## config.mk

```make
export PLATFORM = sky130hd
export DESIGN_NAME = ovf_flag_monitor
export DESIGN_NICKNAME = d
export VERILOG_FILES = /design/src/rtl/ovf_pkg.sv /design/src/rtl/ovf_level_cmp.sv /design/src/rtl/ovf_hold_timer.sv /design/src/rtl/ovf_channel.sv /design/src/rtl/ovf_flag_monitor.sv
export SDC_FILE = /design/constraint.sdc
export NUM_CORES = 1
export LEC_CHECK = 0
export BUFFER_PORTS_ARGS = -buffer_cell sky130_fd_sc_hd__buf_2
export CAP_MARGIN = 20
export CELL_PAD_IN_SITES_DETAIL_PLACEMENT = 1
export CELL_PAD_IN_SITES_GLOBAL_PLACEMENT = 2
export CORE_MARGIN = 8
export CORE_UTILIZATION = 29
export CTS_CLUSTER_SIZE = 20
export DETAILED_ROUTE_END_ITERATION = 10
export PLACE_DENSITY_LB_ADDON = 0.1
export SLEW_MARGIN = 0
export SYNTH_ARGS = -nofsm -noshare
export SYNTH_HDL_FRONTEND = slang
export SYNTH_SLANG_ARGS = --single-unit
```

## constraint.sdc

```tcl
create_clock -name clk -period 2.4 [get_ports clk]
set_clock_uncertainty 0.15 [all_clocks]
set_input_delay 0.12 -clock clk [delete_from_list [all_inputs] [get_ports clk]]
set_output_delay 0.12 -clock clk [all_outputs]
set_load 0.01 [all_outputs]
```

## src/rtl/ovf_pkg.sv

```systemverilog
package ovf_pkg;
  localparam int SMP_W_DEF   = 20;
  localparam int HOLD_DEF    = 4096;
  localparam int NUM_CH      = 2;
  localparam int CH_LEFT     = 0;
  localparam int CH_RIGHT    = 1;
endpackage

```

## src/rtl/ovf_level_cmp.sv

```systemverilog
// Inclusive signed comparison of one sample against both detect levels.
module ovf_level_cmp #(
  parameter int SMP_W = 20
) (
  input  logic [SMP_W-1:0] smp,
  input  logic [SMP_W-1:0] lvl_pos,
  input  logic [SMP_W-1:0] lvl_neg,
  output logic             near_clip
);
  logic hit_pos;
  logic hit_neg;

  always_comb begin
    hit_pos   = $signed(smp) >= $signed(lvl_pos);
    hit_neg   = $signed(smp) <= $signed(lvl_neg);
    near_clip = hit_pos | hit_neg;
  end
endmodule

```

## src/rtl/ovf_hold_timer.sv

```systemverilog
// Counts accepted samples down from HOLD after each load; active while nonzero.
module ovf_hold_timer #(
  parameter int HOLD = 4096
) (
  input  logic clk,
  input  logic rst_n,
  input  logic clr,
  input  logic load,
  input  logic step,
  output logic active
);
  localparam int CW = $clog2(HOLD + 1);
  localparam logic [CW-1:0] FULL = CW'(HOLD);

  logic [CW-1:0] cnt;

  always_ff @(posedge clk or negedge rst_n) begin
    if (!rst_n) begin
      cnt <= '0;
    end else if (clr) begin
      cnt <= '0;
    end else if (load) begin
      cnt <= FULL;
    end else if (step && (cnt != '0)) begin
      cnt <= cnt - 1'b1;
    end
  end

  assign active = (cnt != '0);
endmodule

```

## src/rtl/ovf_channel.sv

```systemverilog
// One channel: level compare, hold timer, flag merge.
module ovf_channel #(
  parameter int SMP_W = 20,
  parameter int HOLD  = 4096
) (
  input  logic             clk,
  input  logic             rst_n,
  input  logic             pwr_dn,
  input  logic             accept,
  input  logic [SMP_W-1:0] smp,
  input  logic [SMP_W-1:0] lvl_pos,
  input  logic [SMP_W-1:0] lvl_neg,
  output logic             flag
);
  logic near_clip;
  logic hit_now;
  logic holding;

  ovf_level_cmp #(.SMP_W(SMP_W)) u_cmp (
    .smp       (smp),
    .lvl_pos   (lvl_pos),
    .lvl_neg   (lvl_neg),
    .near_clip (near_clip)
  );

  assign hit_now = accept & near_clip;

  ovf_hold_timer #(.HOLD(HOLD)) u_hold (
    .clk    (clk),
    .rst_n  (rst_n),
    .clr    (pwr_dn),
    .load   (hit_now),
    .step   (accept),
    .active (holding)
  );

  // zero-latency detection: the accepting cycle already shows the flag
  assign flag = ~pwr_dn & (hit_now | holding);
endmodule

```

## src/rtl/ovf_flag_monitor.sv

```systemverilog
module ovf_flag_monitor
  import ovf_pkg::*;
#(
  parameter int SMP_W        = SMP_W_DEF,
  parameter int HOLD_SAMPLES = HOLD_DEF
) (
  input  logic             clk,
  input  logic             rst_n,
  input  logic             pwr_dn,
  input  logic             smp_valid,
  output logic             smp_ready,
  input  logic [SMP_W-1:0] smp_left,
  input  logic [SMP_W-1:0] smp_right,
  input  logic [SMP_W-1:0] lvl_pos,
  input  logic [SMP_W-1:0] lvl_neg,
  output logic             ovf_left,
  output logic             ovf_right
);
  logic             accept;
  logic [SMP_W-1:0] ch_smp  [NUM_CH];
  logic [NUM_CH-1:0] ch_flag;

  assign smp_ready = ~pwr_dn;
  assign accept    = smp_valid & smp_ready;

  assign ch_smp[CH_LEFT]  = smp_left;
  assign ch_smp[CH_RIGHT] = smp_right;

  for (genvar c = 0; c < NUM_CH; c++) begin : g_ch
    ovf_channel #(.SMP_W(SMP_W), .HOLD(HOLD_SAMPLES)) u_ch (
      .clk     (clk),
      .rst_n   (rst_n),
      .pwr_dn  (pwr_dn),
      .accept  (accept),
      .smp     (ch_smp[c]),
      .lvl_pos (lvl_pos),
      .lvl_neg (lvl_neg),
      .flag    (ch_flag[c])
    );
  end

  assign ovf_left  = ch_flag[CH_LEFT];
  assign ovf_right = ch_flag[CH_RIGHT];
endmodule

```

==> results of run 1 <==
[Yosys cell counts, types with 4 or more instances]
| master | count |
|---|---|
| and2_1 | 4 |
| o21ai_0 | 12 |
| dfrtp_1 | 26 |
| nor3_1 | 16 |
| a21oi_1 | 39 |
| o21bai_1 | 4 |
| nor2_1 | 23 |
| nor2b_1 | 5 |
| a21o_1 | 15 |
| or3_1 | 11 |
| and3_1 | 6 |
| nand2_1 | 26 |
| ha_1 | 82 |
| nand4_1 | 14 |
| inv_1 | 51 |
| and4_1 | 7 |
| nand3_1 | 9 |
| a221o_1 | 7 |
[path summary, 6_finish.rpt]
kind | start | end | slack, ps | cells past startpoint
worst min register to register | g_ch[1].u_ch.u_hold.cnt[11]$_DFFE_PN0P_ | g_ch[1].u_ch.u_hold.cnt[11]$_DFFE_PN0P_ | 330 | 1
min in group asynchronous | rst_n | g_ch[1].u_ch.u_hold.cnt[5]$_DFFE_PN0P_ | 260 | 2
worst max-delay path | g_ch[0].u_ch.u_hold.cnt[2]$_DFFE_PN0P_ | g_ch[0].u_ch.u_hold.cnt[11]$_DFFE_PN0P_ | -190 | 7
worst min-delay path | pwr_dn | g_ch[1].u_ch.u_hold.cnt[0]$_DFFE_PN0P_ | 50 | 2
max in group asynchronous | rst_n | g_ch[0].u_ch.u_hold.cnt[6]$_DFFE_PN0P_ | 1410 | 2
worst max register to register | g_ch[0].u_ch.u_hold.cnt[2]$_DFFE_PN0P_ | g_ch[0].u_ch.u_hold.cnt[11]$_DFFE_PN0P_ | -190 | 7
[power groups by stage]
stage	Clock (W)	Combinational (W)	Sequential (W)
3_3_place_gp	0	0.00182	0.000629
5_1_grt	0.000413	0.00270	0.000650
2_1_floorplan	0	0.00106	0.000624
3_5_place_dp	0	0.00190	0.000635
6_report	0.000379	0.00247	0.000633
4_1_cts	0.000389	0.00225	0.000628
[layout make-up]
cell class | instances | area (sq um) | share of cell area (%)
inverter | 51 | 256 | 4.31
timing repair buffer | 186 | 1470 | 24.7
sequential | 26 | 651 | 10.9
clock buffer | 3 | 75.1 | 1.26
multi-input combinational | 330 | 3320 | 55.8
tap | 143 | 179 | 3.01
[repair_timing]
action	in CTS	in global routing
hold buffers	1	0
setup endpoints to repair	25	24
setup buffers	13	13
resized for setup	84	99
cloned	1	1
pin swaps	31	29
hold endpoints to repair	26	0
[logic make-up (layout without fill, tap and decap cells)]
family                     after synthesis  after routing
and+or+nand+nor                        136            136
xor gates and xnor gates                 1              1
DFF                                     26             26
AOI/OAI and AO/OA                      107            108
adders and majority gates               82             82
muxes                                    3              3
buffers and inverters                   56            240
[layer usage]
| metal | global-route usage [%] | vias up | wire length [um] |
|---|---|---|---|
| met2 | 26.8 | 75 | 6360 |
| met5 | 0 | - | 0 |
| met4 | 1.70 | 0 | 112 |
| met1 | 19.9 | 1790 | 5910 |
| met3 | 2.64 | 8 | 447 |
| li1 | - | 1904 | - |
[through the flow]
step                      utilization [%]  instances  total power (W)
after CTS                            47.3        729          0.00327
after global placement               41.7        713          0.00245
after detailed placement             41.7        713          0.00254
after floorplan                         -        411          0.00168
after global routing                 51.9        739          0.00377
final                                51.9        739          0.00348
==> metrics.md, run 1 <==
| Metric | Value |
|---|---|
| Status | `finished with violations` |
| Failing checks | `negative setup slack` |
| Worst path top cell family by delay | `simple AND/OR/NAND/NOR gates` |
| Final period util | `108%` |
| Largest net degree at the start of global routing | `27` |
| Critical Path RT | `2400 ps` |
| First-pass GRT wire length | `20500 um` |
| RSZ-0062 raised after global routing | `true` |
| Mux cell area share after synthesis | `0.876%` |
| Detailed-route DRC error count | `0` |
| Starting density of the core | `29.9%` |
| Clock Sinks | `26` |
| Core Footprint | `11500 sq um` |
| Fraction of registers with async set/reset | `100%` |
| Gate power share | `71.0%` |
| Hold crit path type | `in -> reg` |
| Clock power share | `10.9%` |
| Post-Synth Simple-Gate Area | `21.8%` |
| Setup WS post-layout | `-188 ps` |
| Crit path DAT | `2580 ps` |
| Pre-CTS WS | `-499 ps` |
| Highest net fanout along the worst path | `2` |
| Switch Pwr | `0.00137 W` |
| Row cnt | `39` |
| Syn nets | `577` |
| Critical Path Start Type | `register` |
| Wire length per cell | `17.4 um` |
| Worst Path Buf+Inv | `0` |
| Setup TNS | `-580 ps` |
| Die width | `125 um` |
| Max stage delay on crit path | `400 ps` |
| Tightest Pin Transition | `652 ps` |
| GRT overflow | `0` |
| Crit path kind | `reg -> reg` |
| # IOs | `87` |
| Drt total wl | `12800 um` |
| Nets | `764` |
| Top flop regs | `g_ch.u_ch.u_hold.cnt x26` |
| Initial antenna violation count | `0` |
| Fillcell total | `1301` |
| Synth top area share | `29.9%` |
| Fin crit period | `2590 ps` |
| Vert. Die Dim | `125 um` |
| Post-synthesis compound-gate area fraction | `21.7%` |
| Number of global-route vias before repair | `4254` |
| H-tree Lvls | `1` |
| Slew Limit Fails | `0` |
| Biggest register | `g_ch.u_ch.u_hold.cnt` |
| Setup Viol. Count Final | `9` |
| Cell Area, Synth | `3430 sq um` |
| Most common cell after layout, fill and taps aside | `buf_4` |
| Seq pwr share | `18.2%` |
| WHS | `45.1 ps` |
| Max Root-Sink Buffers | `2` |
| Synth area leaders | `ha_1, dfrtp_1, a21oi_1` |
| Achievable Freq | `0.386 GHz` |
| Post-Synth XOR/XNOR Area | `0.255%` |
| Via density | `5.11` |
| Maximum vdd drop | `0.436 mV` |
| Power Density | `585 nW/um^2` |
| IO Port Bufs | `86` |
| CTS tree | `yes` |
| Clock root cell | `clkbuf_16` |
| Worst-skew pair later-pin latency | `260 ps` |
| Post-route ant nets | `0` |
| DR iter-0 viols | `107` |
| Crit path capture type | `register` |
| GRT Total Usage | `15.4%` |
| HPWL after DPL | `9930 um` |
| EDFF count, synth | `0` |
| P_int | `0.00211 W` |
| Slowest CP cell | `or3_4` |
| Adder-cell area share of the yosys netlist | `29.9%` |
| Worst-path cell chain | `or3_4, or3_4, or3_4, or3_4, or3_4, a21oi_2, o32ai_1` |
| RD Place Congestion | `0.819` |
| Synthesized instance count | `411` |
| Total CTS buffers | `3` |
| Area grow syn2layout | `73.4%` |
| DR pass1 iterations | `4` |
| Final Hold Viols | `0` |
| Synth unique cells | `51` |
| Syn_area_per_cell | `8.34 sq um` |
| Final instance area | `5950 sq um` |
| Part of the Yosys area used for sequential elements | `19.0%` |
| Die ar. | `15600 sq um` |
| Synth warn | `0` |
| Share of cells above drive strength 1 | `51.7%` |
| Vias | `3777` |
| Relative slew slack | `56.6%` |
| Cell accounting for the most synthesized area | `ha_1` |
| CP most frequent cell | `or3_4` |
| Main combinational cell family by area after synthesis | `adder cells` |
| Max FFs per register | `26` |
| N_diodes | `0` |
| Net Sw Frac | `39.5%` |
| DP Area | `4780 sq um` |
| Static Leakage | `2.88 nW` |
| Most frequent cells in the layout | `buf_4, buf_2, ha_1` |
| Max_cap viols | `0` |
| Clock Pin Slew Worst Setup and Hold Paths | `70 ps` |
| #FFs+latches synth | `26` |
| Most common flop cell mapped by yosys | `dfrtp_1` |
Power figures use the tool's default switching activity.
==> run 2, diff against run 1 <==
--- a/config.mk
+++ b/config.mk
@@ -9,11 +9,12 @@
 export CAP_MARGIN = 20
 export CELL_PAD_IN_SITES_DETAIL_PLACEMENT = 1
 export CELL_PAD_IN_SITES_GLOBAL_PLACEMENT = 2
-export CORE_MARGIN = 8
-export CORE_UTILIZATION = 29
+export CORE_MARGIN = 2
+export CORE_UTILIZATION = 34
 export CTS_CLUSTER_SIZE = 20
 export DETAILED_ROUTE_END_ITERATION = 10
 export PLACE_DENSITY_LB_ADDON = 0.1
+export REMOVE_ABC_BUFFERS = 1
 export SLEW_MARGIN = 0
 export SYNTH_ARGS = -nofsm -noshare
 export SYNTH_HDL_FRONTEND = slang
==> constraint.sdc (replaced) <==
create_clock -name clk -period 3.07 [get_ports clk]
set_clock_uncertainty 0.15 [all_clocks]
set_input_delay 0.1535 -clock clk [delete_from_list [all_inputs] [get_ports clk]]
set_output_delay 0.1535 -clock clk [all_outputs]
set_load 0.01 [all_outputs]
==> metrics.md, run 2 (same netlist as run 1, synthesis figures left out) <==
| Metric | Value |
|---|---|
| Status | `completed` |
| Worst-skew pair later-pin latency | `280 ps` |
| Setup WS post-layout | `205 ps` |
| Row cnt | `36` |
| Post-CTS Setup Inserts | `0` |
| Vias | `3370` |
| DP Area | `4070 sq um` |
| RD Place Congestion | `0.859` |
| Most common cell after layout, fill and taps aside | `buf_2` |
| Tightest Pin Transition | `620 ps` |
| Number of global-route vias before repair | `3465` |
| Vert. Die Dim | `104 um` |
| DR top layer | `met4` |
| Final instance area | `4150 sq um` |
| Initial antenna violation count | `0` |
| Share of cells above drive strength 1 | `21.2%` |
| Drt total wl | `9840 um` |
| CTS tree | `yes` |
| Max_cap viols | `0` |
| # IOs | `87` |
| Metal3 WL | `315 um` |
| Max Root-Sink Buffers | `2` |
| Setup TNS | `0 ps` |
| Largest net degree at the start of global routing | `27` |
| Power Density | `464 nW/um^2` |
| GRT Total Usage | `18.6%` |
| IO Port Bufs | `86` |
| Crit path kind | `in -> out` |
| N_diodes | `0` |
| Total CTS buffers | `3` |
| Clock Sinks | `26` |
| Die width | `104 um` |
| Top flop regs | `g_ch.u_ch.u_hold.cnt x26` |
| Detailed-route DRC error count | `0` |
| Core Footprint | `9770 sq um` |
| Die ar. | `10900 sq um` |
| Setup Viol. Count Final | `0` |
| Critical Path Start Type | `input pin` |
| DR pass1 iterations | `4` |
| Starting density of the core | `35.1%` |
| Fillcell total | `1246` |
| Clock Pin Slew Worst Setup and Hold Paths | `100 ps` |
| Clock root cell | `clkbuf_8` |
| Slew Limit Fails | `0` |
| Hold crit path type | `in -> reg` |
| DR iter-0 viols | `82` |
| Total power | `0.00193 W` |
| Crit path capture type | `output port` |
| Via density | `5.28` |
| Achievable Freq | `0.349 GHz` |
| Final Hold Viols | `0` |
| Area grow syn2layout | `21.1%` |
| Biggest register | `g_ch.u_ch.u_hold.cnt` |
| Crit path DAT | `2560 ps` |
| H-tree Lvls | `1` |
| Static Leakage | `2.30 nW` |
| Highest net fanout along the worst path | `3` |
| Wire length per cell | `15.4 um` |
| Post-route ant nets | `0` |
| Final period util | `93.3%` |
| Pre-CTS WS | `-34.9 ps` |
| Reg2Reg Setup Slack | `280 ps` |
| Relative slew slack | `58.7%` |
| Critical Path RT | `2770 ps` |
| First-pass GRT wire length | `17000 um` |
| HPWL after DPL | `8540 um` |
| RSZ-0062 raised after global routing | `false` |
| Fin crit period | `2870 ps` |
| GRT overflow | `0` |
| Nets | `672` |
| WHS | `11.3 ps` |
| Maximum vdd drop | `0.263 mV` |
| Post-Route M1 WL | `5010 um` |
| Routed wl met2 | `4500 um` |
| Max FFs per register | `26` |
| Most frequent cells in the layout | `buf_2, ha_1, inv_1` |
## run 2: changes by cell type in the layout (fill, tap and decap cells not counted), sizes merged
| cell | previous run | this run |
|---|---|---|
| bufinv | 0 | 1 |
| a41o | 2 | 1 |
| buf | 185 | 94 |
## run 2: final timing paths
check,start,end,cells past startpoint
hold reg to reg,g_ch[1].u_ch.u_hold.cnt[11]$_DFFE_PN0P_,g_ch[1].u_ch.u_hold.cnt[11]$_DFFE_PN0P_,1
setup / recovery,smp_left[7],ovf_left,11
min in group asynchronous,rst_n,g_ch[1].u_ch.u_hold.cnt[7]$_DFFE_PN0P_,2
setup reg to reg,g_ch[0].u_ch.u_hold.cnt[2]$_DFFE_PN0P_,g_ch[0].u_ch.u_hold.cnt[11]$_DFFE_PN0P_,7
hold / removal,pwr_dn,g_ch[1].u_ch.u_hold.cnt[12]$_DFFE_PN0P_,2
max in group asynchronous,rst_n,g_ch[0].u_ch.u_hold.cnt[6]$_DFFE_PN0P_,2
## run 2: what timing repair did
item / in CTS / in global routing
gates resized for setup: 0 / 1
hold buffers: 1 / 0
endpoints found under the setup margin: 0 / 1
hold endpoints to repair: 26 / 0
## run 2: power breakdown
| part | switching, W | internal [W] |
|---|---|---|
| combinational | 0.000622 | 0.000506 |
| sequential | 0.0000878 | 0.000418 |
| clock | 0.000117 | 0.000175 |
| total | 0.000827 | 0.00110 |
## run 2: stage by stage
step | std cells | utilization [%]
2_1_floorplan | 406 | -
3_3_place_gp | 633 | 41.6
3_5_place_dp | 633 | 41.6
4_1_cts | 638 | 42.4
5_1_grt | 638 | 42.5
6_report | 638 | 42.5
## run 2: worst max-delay path, stage by stage
cell       delay (ps)
buf_2             120
ha_1              320
a21oi_1           170
o21ai_0           140
a221o_1           360
a2111oi_4         380
mux2i_2           370
or2_2             190
nand2_1            70
a21oi_1           140
buf_2             140
## run 2: per-layer routing
layer	GRT usage, %	vias to the layer above
met5	0	-
met4	1.16	0
met3	2.69	2
met2	30.8	56
met1	26.8	1598
li1	-	1714
## run 2: area by class of cell
class                           instances  area [sq um]  area share [%]
Multi-Input combinational cell        329          2560            61.6
Sequential cell                        26           651            15.7
Timing Repair Buffer                   95           513            12.4
Inverter                               51           191            4.61
Tap cell                              133           166            4.01
Clock buffer                            3          41.3           0.995
Clock inverter                          1          30.0           0.723
